**config.mk**
```make
export PLATFORM = sky130hd
export DESIGN_NAME = twi_mem_target
export DESIGN_NICKNAME = d
export VERILOG_FILES = /design/src/rtl/twi_mem_pkg.sv /design/src/rtl/twi_line_sync.sv /design/src/rtl/twi_addr_latch.sv /design/src/rtl/twi_mem_array.sv /design/src/rtl/twi_mem_target.sv
export SDC_FILE = /design/constraint.sdc
export NUM_CORES = 2
export LEC_CHECK = 0
export BUFFER_PORTS_ARGS = -buffer_cell sky130_fd_sc_hd__buf_2
export CAP_MARGIN = 20
export CORE_AREA = 4 4 357 622
export DETAILED_ROUTE_END_ITERATION = 12
export DIE_AREA = 0 0 361 626
export REMOVE_ABC_BUFFERS = 1
export SYNTH_ARGS = -nofsm -noshare
export SYNTH_HDL_FRONTEND = slang
export SYNTH_SLANG_ARGS = --single-unit
```
**constraint.sdc**
```tcl
create_clock -name clk_i -period 6.8 [get_ports clk_i]
set_clock_uncertainty 0.05 [all_clocks]
set_input_delay 1.02 -clock clk_i [delete_from_list [all_inputs] [get_ports clk_i]]
set_output_delay 1.02 -clock clk_i [all_outputs]
set_load 0.01 [all_outputs]
```
**src/rtl/twi_mem_pkg.sv**
```systemverilog
package twi_mem_pkg;

  localparam int unsigned BYTE_BITS = 8;

  typedef enum logic [3:0] {
    ST_IDLE,
    ST_DEV,
    ST_DEV_ACK,
    ST_AHI,
    ST_AHI_ACK,
    ST_ALO,
    ST_ALO_ACK,
    ST_WR,
    ST_WR_ACK,
    ST_RD,
    ST_RD_ACK
  } twi_state_e;

endpackage

```
**src/rtl/twi_line_sync.sv**
```systemverilog
module twi_line_sync #(
  parameter int unsigned STAGES = 2
) (
  input  logic clk_i,
  input  logic rst_ni,
  input  logic scl_i,
  input  logic sda_i,
  output logic scl_o,
  output logic sda_o,
  output logic scl_rise_o,
  output logic scl_fall_o,
  output logic start_o,
  output logic stop_o
);

  logic [STAGES-1:0] scl_sync_q;
  logic [STAGES-1:0] sda_sync_q;
  logic              scl_prev_q;
  logic              sda_prev_q;

  always_ff @(posedge clk_i or negedge rst_ni) begin
    if (!rst_ni) begin
      scl_sync_q <= '1;
      sda_sync_q <= '1;
      scl_prev_q <= 1'b1;
      sda_prev_q <= 1'b1;
    end else begin
      scl_sync_q <= {scl_sync_q[STAGES-2:0], scl_i};
      sda_sync_q <= {sda_sync_q[STAGES-2:0], sda_i};
      scl_prev_q <= scl_sync_q[STAGES-1];
      sda_prev_q <= sda_sync_q[STAGES-1];
    end
  end

  assign scl_o      = scl_sync_q[STAGES-1];
  assign sda_o      = sda_sync_q[STAGES-1];
  assign scl_rise_o = scl_o & ~scl_prev_q;
  assign scl_fall_o = ~scl_o & scl_prev_q;
  // data edges with the clock held high on both samples
  assign start_o    = scl_o & scl_prev_q & sda_prev_q & ~sda_o;
  assign stop_o     = scl_o & scl_prev_q & ~sda_prev_q & sda_o;

endmodule

```
**src/rtl/twi_addr_latch.sv**
```systemverilog
module twi_addr_latch #(
  parameter int unsigned DEPTH = 256,
  parameter int unsigned IDX_W = 8
) (
  input  logic             clk_i,
  input  logic             rst_ni,
  input  logic             load_i,
  input  logic [IDX_W-1:0] load_val_i,
  input  logic             inc_i,
  output logic [IDX_W-1:0] addr_o
);

  localparam logic [IDX_W-1:0] LAST = IDX_W'(DEPTH - 1);

  logic [IDX_W-1:0] addr_q;

  always_ff @(posedge clk_i or negedge rst_ni) begin
    if (!rst_ni) begin
      addr_q <= '0;
    end else if (load_i) begin
      addr_q <= load_val_i;
    end else if (inc_i) begin
      addr_q <= (addr_q == LAST) ? '0 : addr_q + IDX_W'(1);
    end
  end

  assign addr_o = addr_q;

  AST_LAT_WRAP: assert property (@(posedge clk_i) disable iff (!rst_ni)
    (inc_i && !load_i && addr_q == LAST) |=> addr_q == '0);
  AST_LAT_STEP: assert property (@(posedge clk_i) disable iff (!rst_ni)
    (inc_i && !load_i && addr_q != LAST) |=> addr_q == $past(addr_q) + IDX_W'(1));
  AST_LAT_HOLD: assert property (@(posedge clk_i) disable iff (!rst_ni)
    (!inc_i && !load_i) |=> $stable(addr_q));

endmodule

```
**src/rtl/twi_mem_array.sv**
```systemverilog
module twi_mem_array #(
  parameter int unsigned DEPTH = 256,
  parameter int unsigned IDX_W = 8
) (
  input  logic             clk_i,
  input  logic             we_i,
  input  logic [IDX_W-1:0] addr_i,
  input  logic [7:0]       wdata_i,
  output logic [7:0]       rdata_o
);

  logic [7:0] mem_q [DEPTH];

  always_ff @(posedge clk_i) begin
    if (we_i) mem_q[addr_i] <= wdata_i;
  end

  assign rdata_o = mem_q[addr_i];

endmodule

```
**src/rtl/twi_mem_target.sv**
```systemverilog
module twi_mem_target
  import twi_mem_pkg::*;
#(
  parameter logic [6:0]  DEV_ADDR    = 7'h50,
  parameter int unsigned MEM_DEPTH   = 256,   // power of two, at most 65536
  parameter int unsigned SYNC_STAGES = 2
) (
  input  logic clk_i,
  input  logic rst_ni,
  input  logic scl_i,
  input  logic sda_i,
  output logic sda_oe_o
);

  localparam int unsigned IDX_W = (MEM_DEPTH > 1) ? $clog2(MEM_DEPTH) : 1;
  localparam int unsigned CNT_W = $clog2(BYTE_BITS) + 1;
  localparam logic [CNT_W-1:0] CNT_FULL = CNT_W'(BYTE_BITS);

  logic scl_s, sda_s, scl_rise, scl_fall, bus_start, bus_stop;

  twi_state_e       state_q;
  logic [CNT_W-1:0] bit_cnt_q;
  logic [7:0]       rx_q;
  logic [7:0]       tx_q;
  logic             rw_q;
  logic             mack_q;
  logic             oe_q;

  logic             byte_done;
  logic             quiet;
  logic             lat_load, lat_inc, mem_we;
  logic [IDX_W-1:0] addr;
  logic [IDX_W-1:0] load_val;
  logic [7:0]       rd_data;

  twi_line_sync #(
    .STAGES(SYNC_STAGES)
  ) i_line_sync (
    .clk_i     (clk_i),
    .rst_ni    (rst_ni),
    .scl_i     (scl_i),
    .sda_i     (sda_i),
    .scl_o     (scl_s),
    .sda_o     (sda_s),
    .scl_rise_o(scl_rise),
    .scl_fall_o(scl_fall),
    .start_o   (bus_start),
    .stop_o    (bus_stop)
  );

  assign byte_done = scl_fall && (bit_cnt_q == CNT_FULL);
  assign quiet     = !bus_start && !bus_stop;

  // state that acknowledges a received byte, and the receive state after it
  function automatic twi_state_e ack_state(input twi_state_e s);
    case (s)
      ST_DEV:  return ST_DEV_ACK;
      ST_AHI:  return ST_AHI_ACK;
      ST_ALO:  return ST_ALO_ACK;
      default: return ST_WR_ACK;
    endcase
  endfunction

  function automatic twi_state_e rx_after(input twi_state_e s);
    case (s)
      ST_DEV_ACK: return ST_AHI;
      ST_AHI_ACK: return ST_ALO;
      default:    return ST_WR;
    endcase
  endfunction

  // upper address byte only kept when the array needs it
  if (IDX_W > 8) begin : g_hi
    logic [IDX_W-9:0] hi_q;
    logic             hi_load;
    assign hi_load = quiet && (state_q == ST_AHI) && byte_done;
    always_ff @(posedge clk_i or negedge rst_ni) begin
      if (!rst_ni)      hi_q <= '0;
      else if (hi_load) hi_q <= rx_q[IDX_W-9:0];
    end
    assign load_val = {hi_q, rx_q};
  end else begin : g_nohi
    assign load_val = rx_q[IDX_W-1:0];
  end

  always_comb begin
    lat_load = 1'b0;
    lat_inc  = 1'b0;
    mem_we   = 1'b0;
    if (quiet) begin
      case (state_q)
        ST_ALO:     lat_load = byte_done;
        ST_WR: begin
          mem_we  = byte_done;
          lat_inc = byte_done;
        end
        ST_DEV_ACK: lat_inc = scl_fall && rw_q;
        ST_RD_ACK:  lat_inc = scl_fall && mack_q;
        default: ;
      endcase
    end
  end

  twi_addr_latch #(
    .DEPTH(MEM_DEPTH),
    .IDX_W(IDX_W)
  ) i_addr_latch (
    .clk_i     (clk_i),
    .rst_ni    (rst_ni),
    .load_i    (lat_load),
    .load_val_i(load_val),
    .inc_i     (lat_inc),
    .addr_o    (addr)
  );

  twi_mem_array #(
    .DEPTH(MEM_DEPTH),
    .IDX_W(IDX_W)
  ) i_mem_array (
    .clk_i  (clk_i),
    .we_i   (mem_we),
    .addr_i (addr),
    .wdata_i(rx_q),
    .rdata_o(rd_data)
  );

  always_ff @(posedge clk_i or negedge rst_ni) begin
    if (!rst_ni) begin
      state_q   <= ST_IDLE;
      bit_cnt_q <= '0;
      rx_q      <= '0;
      tx_q      <= '0;
      rw_q      <= 1'b0;
      mack_q    <= 1'b0;
      oe_q      <= 1'b0;
    end else if (bus_start) begin
      state_q   <= ST_DEV;
      bit_cnt_q <= '0;
      oe_q      <= 1'b0;
    end else if (bus_stop) begin
      state_q   <= ST_IDLE;
      oe_q      <= 1'b0;
    end else begin
      case (state_q)
        ST_DEV, ST_AHI, ST_ALO, ST_WR: begin
          if (scl_rise) begin
            rx_q      <= {rx_q[6:0], sda_s};
            bit_cnt_q <= bit_cnt_q + CNT_W'(1);
          end else if (byte_done) begin
            bit_cnt_q <= '0;
            if (state_q == ST_DEV && rx_q[7:1] != DEV_ADDR) begin
              state_q <= ST_IDLE;
            end else begin
              oe_q    <= 1'b1;
              state_q <= ack_state(state_q);
              if (state_q == ST_DEV) rw_q <= rx_q[0];
            end
          end
        end
        ST_DEV_ACK, ST_AHI_ACK, ST_ALO_ACK, ST_WR_ACK: begin
          if (scl_fall) begin
            if (state_q == ST_DEV_ACK && rw_q) begin
              tx_q    <= rd_data;
              oe_q    <= ~rd_data[7];
              state_q <= ST_RD;
            end else begin
              oe_q    <= 1'b0;
              state_q <= rx_after(state_q);
            end
          end
        end
        ST_RD: begin
          if (scl_rise) begin
            bit_cnt_q <= bit_cnt_q + CNT_W'(1);
          end else if (scl_fall) begin
            if (bit_cnt_q == CNT_FULL) begin
              oe_q      <= 1'b0;
              bit_cnt_q <= '0;
              state_q   <= ST_RD_ACK;
            end else begin
              tx_q <= {tx_q[6:0], 1'b0};
              oe_q <= ~tx_q[6];
            end
          end
        end
        ST_RD_ACK: begin
          if (scl_rise) begin
            mack_q <= ~sda_s;
          end else if (scl_fall) begin
            if (mack_q) begin
              tx_q    <= rd_data;
              oe_q    <= ~rd_data[7];
              state_q <= ST_RD;
            end else begin
              state_q <= ST_IDLE;
            end
          end
        end
        default: ;
      endcase
    end
  end

  assign sda_oe_o = oe_q;

  AST_OE_SCL_LOW: assert property (@(posedge clk_i) disable iff (!rst_ni)
    !$stable(oe_q) |-> (!$past(scl_s) || $past(bus_start || bus_stop)));
  AST_EVENT_RELEASE: assert property (@(posedge clk_i) disable iff (!rst_ni)
    (bus_start || bus_stop) |=> !oe_q);
  AST_SILENT_STATES: assert property (@(posedge clk_i) disable iff (!rst_ni)
    (state_q inside {ST_IDLE, ST_DEV, ST_AHI, ST_ALO, ST_WR, ST_RD_ACK}) |-> !oe_q);
  AST_STORE_ACKED: assert property (@(posedge clk_i) disable iff (!rst_ni)
    mem_we |=> (oe_q && state_q == ST_WR_ACK));

endmodule

```
==> results by group <==
Run status
  • Outcome: finished, final reports clean

Setup path
  • Worst Setup Path Type: reg2reg
  • Required time worst endpoint: 7170 ps
  • Highest net fanout along the worst path: 90
  • Critical Path, Cell by Cell: buf_12 -> nor2_2 -> nand2_1 -> buf_4 -> nor2_1
  • Slowest Stage Delay on Critical Path: 1050 ps
  • Worst path slowest cell: sky130_fd_sc_hd__nand2_1
  • Nature of the critical path startpoint: flop
  • CP Data Arrival Time: 4980 ps
  • Sort of element at the end of the critical path: flop
  • Kind of cell adding the most delay to the critical path: simple AND/OR/NAND/NOR gates
  • Count of buffering cells on the critical path with inverters included: 2

Timing
  • Period Utilization, post-route: 67.8%
  • Count of endpoints failing hold in the final timing report: 0
  • Min Hold Slack: 248 ps
  • Endpoints failing setup: 0
  • Setup TNS: 0 ps
  • Setup repair after global routing missed its margin: no
  • Fin worst setup slack: 2190 ps
  • Shortest period the worst path allows: 4610 ps
  • Final Max Tran Viols: 0
  • Maximum clock frequency: 217 MHz
  • Tightest slew margin relative to the limit: 14.0%
  • Transition time at the pin with the least slew margin: 1290 ps

Floorplan
  • Floorplan row count: 226
  • Initial core utilization: 37.8%
  • Total I/O pin count: 5
  • Area of the placeable core: 217000 sq um
  • Full die area: 226000 sq um
  • Height of the chip: 626 um
  • Die span in x: 361 um

Placed design
  • Place WS: 2350 ps
  • DP Cell Count: 6750
  • DP Area: 85300 sq um
  • Final Wtd Congestion: 0.873
  • Detailed-placement wirelength estimate: 150000 um
  • Port-buffer cells: 4

Final layout
  • Layout area overhead: 11.3%
  • Final cell utilization of the core: 42.1%
  • Commonest non-fill, non-tap cell in the layout: sky130_fd_sc_hd__edfxtp_1
  • Share of final-layout standard cells stronger than drive strength 1: 21.7%
  • Final std cells w/o fill: 7078
  • Final #Nets: 4099
  • Most used cells in the layout excluding fill and tap cells: sky130_fd_sc_hd__edfxtp_1 (2048), sky130_fd_sc_hd__mux4_2 (475), sky130_fd_sc_hd__nor2_1 (303)
  • Final non-filler cell area: 91300 sq um

Clock network
  • Hold-fix buffers at CTS: 0
  • Clock tree from TritonCTS: built
  • Clock Tree Buf Depth: 4
  • Post-CTS setup repair buffer count: 0
  • CTS Sinks: 2088
  • TritonCTS buffer count: 184
  • Insertion delay of the later-clocked pin in the worst-skew pair: 860 ps
  • Post-CTS clock slew at the launch and capture registers of the worst setup and hold paths: 70 ps
  • Cts repair resizes: 0
  • Clk root buf: sky130_fd_sc_hd__clkbuf_16
  • Number of H-tree branching levels: 4

Synthesis
  • Gate count of the mapped netlist: 4037
  • Portion of the post-synthesis area used by sequential elements: 76.2%
  • Top_reg_cell synth: sky130_fd_sc_hd__edfxtp_1
  • Count of synthesis-stage warnings from yosys: 0
  • Unique masters post-synth: 82
  • Cell Area, Synth: 82000 sq um
  • Post-synthesis area per instance: 20.3 sq um
  • Share of async-settable or async-resettable flops after synthesis: 1.92%
  • Synthesis-stage register bit count: 2088
  • Number of enable-type register cells in the synthesized netlist: 2048

Power and ir drop
  • P per Cell Area: 351 nW/um^2
  • Static Leak: 27.3 nW
  • VDD IR-drop max: 0.000296 V
  • Post-layout power: 32.0 mW

Global routing
  • GRT Total Usage: 20.8%
  • First-pass GRT wire length: 334000 um
  • Antenna violations before repair: 3
  • Gr ovfl total: 0
  • Via count of the first global-routing pass: 42500
  • Maximum number of pins on one net before global-route repair: 214

Route
  • Number of detailed-routing iterations run before antenna repair: 6
  • Aggregate routed wire length: 237000 um
  • Residual DRC: 0
  • Routed Antenna Nets: 0
  • Number of DRC violations after detailed-routing iteration 0: 4706
  • Average routed wire per standard cell: 33.5 um
  • Number of vias per cell: 5.87
  • Vias after detailed routing: 41500

Min path
  • Hold/Removal Path Class: in2async

Job
  • MaxCap Viol Count: 0
[synth_stat cells (15+ instances only)]
master                     count  share of area [%]
sky130_fd_sc_hd__a21oi_1      70               0.43
sky130_fd_sc_hd__a221oi_1     20               0.21
sky130_fd_sc_hd__a22oi_1      61               0.56
sky130_fd_sc_hd__a31oi_1      20               0.15
sky130_fd_sc_hd__a32oi_1      21               0.22
sky130_fd_sc_hd__buf_2        76               0.46
sky130_fd_sc_hd__buf_4        45               0.41
sky130_fd_sc_hd__buf_6        20               0.27
sky130_fd_sc_hd__clkbuf_1     99               0.45
sky130_fd_sc_hd__dfrtp_1      34                1.0
sky130_fd_sc_hd__edfxtp_1   2048                 75
sky130_fd_sc_hd__inv_1        18              0.082
sky130_fd_sc_hd__mux2_2       24               0.33
sky130_fd_sc_hd__mux2i_1     141                1.7
sky130_fd_sc_hd__mux4_2      475                 13
sky130_fd_sc_hd__nand2_1     173               0.79
sky130_fd_sc_hd__nand3_1      44               0.27
sky130_fd_sc_hd__nor2_1      306                1.4
sky130_fd_sc_hd__nor2b_1      15               0.11
sky130_fd_sc_hd__nor3_1       15              0.092
sky130_fd_sc_hd__o211ai_1     15               0.14
sky130_fd_sc_hd__o21ai_0      30               0.18
sky130_fd_sc_hd__o22ai_1      38               0.29
[power breakdown]
part	leakage, nW	internal [mW]	switching, mW
clock	2.87	5.89	4.69
sequential	18.9	15.7	0.475
combinational	5.50	1.75	3.54
[cell type report]
type / count / area (sq um)
Fill cell: 18600 / 126000
Sequential cell: 2088 / 62600
Multi-Input combinational cell: 1680 / 18100
Clock buffer: 225 / 4850
Tap cell: 2850 / 3570
Clock inverter: 102 / 1090
Timing Repair Buffer: 111 / 1000
Inverter: 21 / 83.8
Antenna cell: 1 / 2.50
[kinds of logic (layout without fill, tap and decap cells)]
family          count (synthesis)  in the layout  share of synthesized area, %
compound gates                379            379                          3.21
xor+xnor                        1              1                        0.0107
fa+ha+maj                       9              9                         0.137
buf+inv                       269            459                          1.75
flops                        2088           2088                          76.2
mux                           643            643                          15.1
other cells                     0              1                             0
simple gates                  648            648                          3.55
[flip-flops by register name, summed over array words and instances (netlist names)]
| register | flops |
|---|---|
| i_addr_latch.addr_o | 8 |
| sda_oe_o | 1 |
| i_line_sync.scl_prev_q | 1 |
| state_q | 4 |
| i_line_sync.sda_sync_q | 2 |
| bit_cnt_q | 4 |
| tx_q | 7 |
| i_mem_array.mem_q | 2048 |
| i_line_sync.scl_sync_q | 2 |
| i_line_sync.sda_prev_q | 1 |
| mack_q | 1 |
| load_val | 8 |
| rw_q | 1 |
[metal layers]
layer | wire [um] | share of wire, % | global-route usage, %
met4 | 18600 | 7.9 | 13.4
met2 | 123000 | 52 | 36.7
met1 | 80700 | 34 | 23.7
met3 | 14500 | 6.1 | 2.76
met5 | 0 | 0 | 0
[path summary, 6_finish.rpt]
path | startpoint | endpoint | slack [ps] | cells after the start
min in group clk_i | sda_i | i_line_sync.sda_sync_q[0] | 270 | 1
max reg2reg | i_addr_latch.addr_o[2] | i_mem_array.mem_q[49][7] | 2190 | 5
min | rst_ni | i_addr_latch.addr_o[2] | 250 | 2
min reg2reg | i_line_sync.scl_sync_q[0] | i_line_sync.scl_sync_q[1] | 310 | 0
max in group asynchronous | rst_ni | load_val[7] | 5930 | 2
max | i_addr_latch.addr_o[2] | i_mem_array.mem_q[49][7] | 2190 | 5
(Power assumes the default switching activity.)
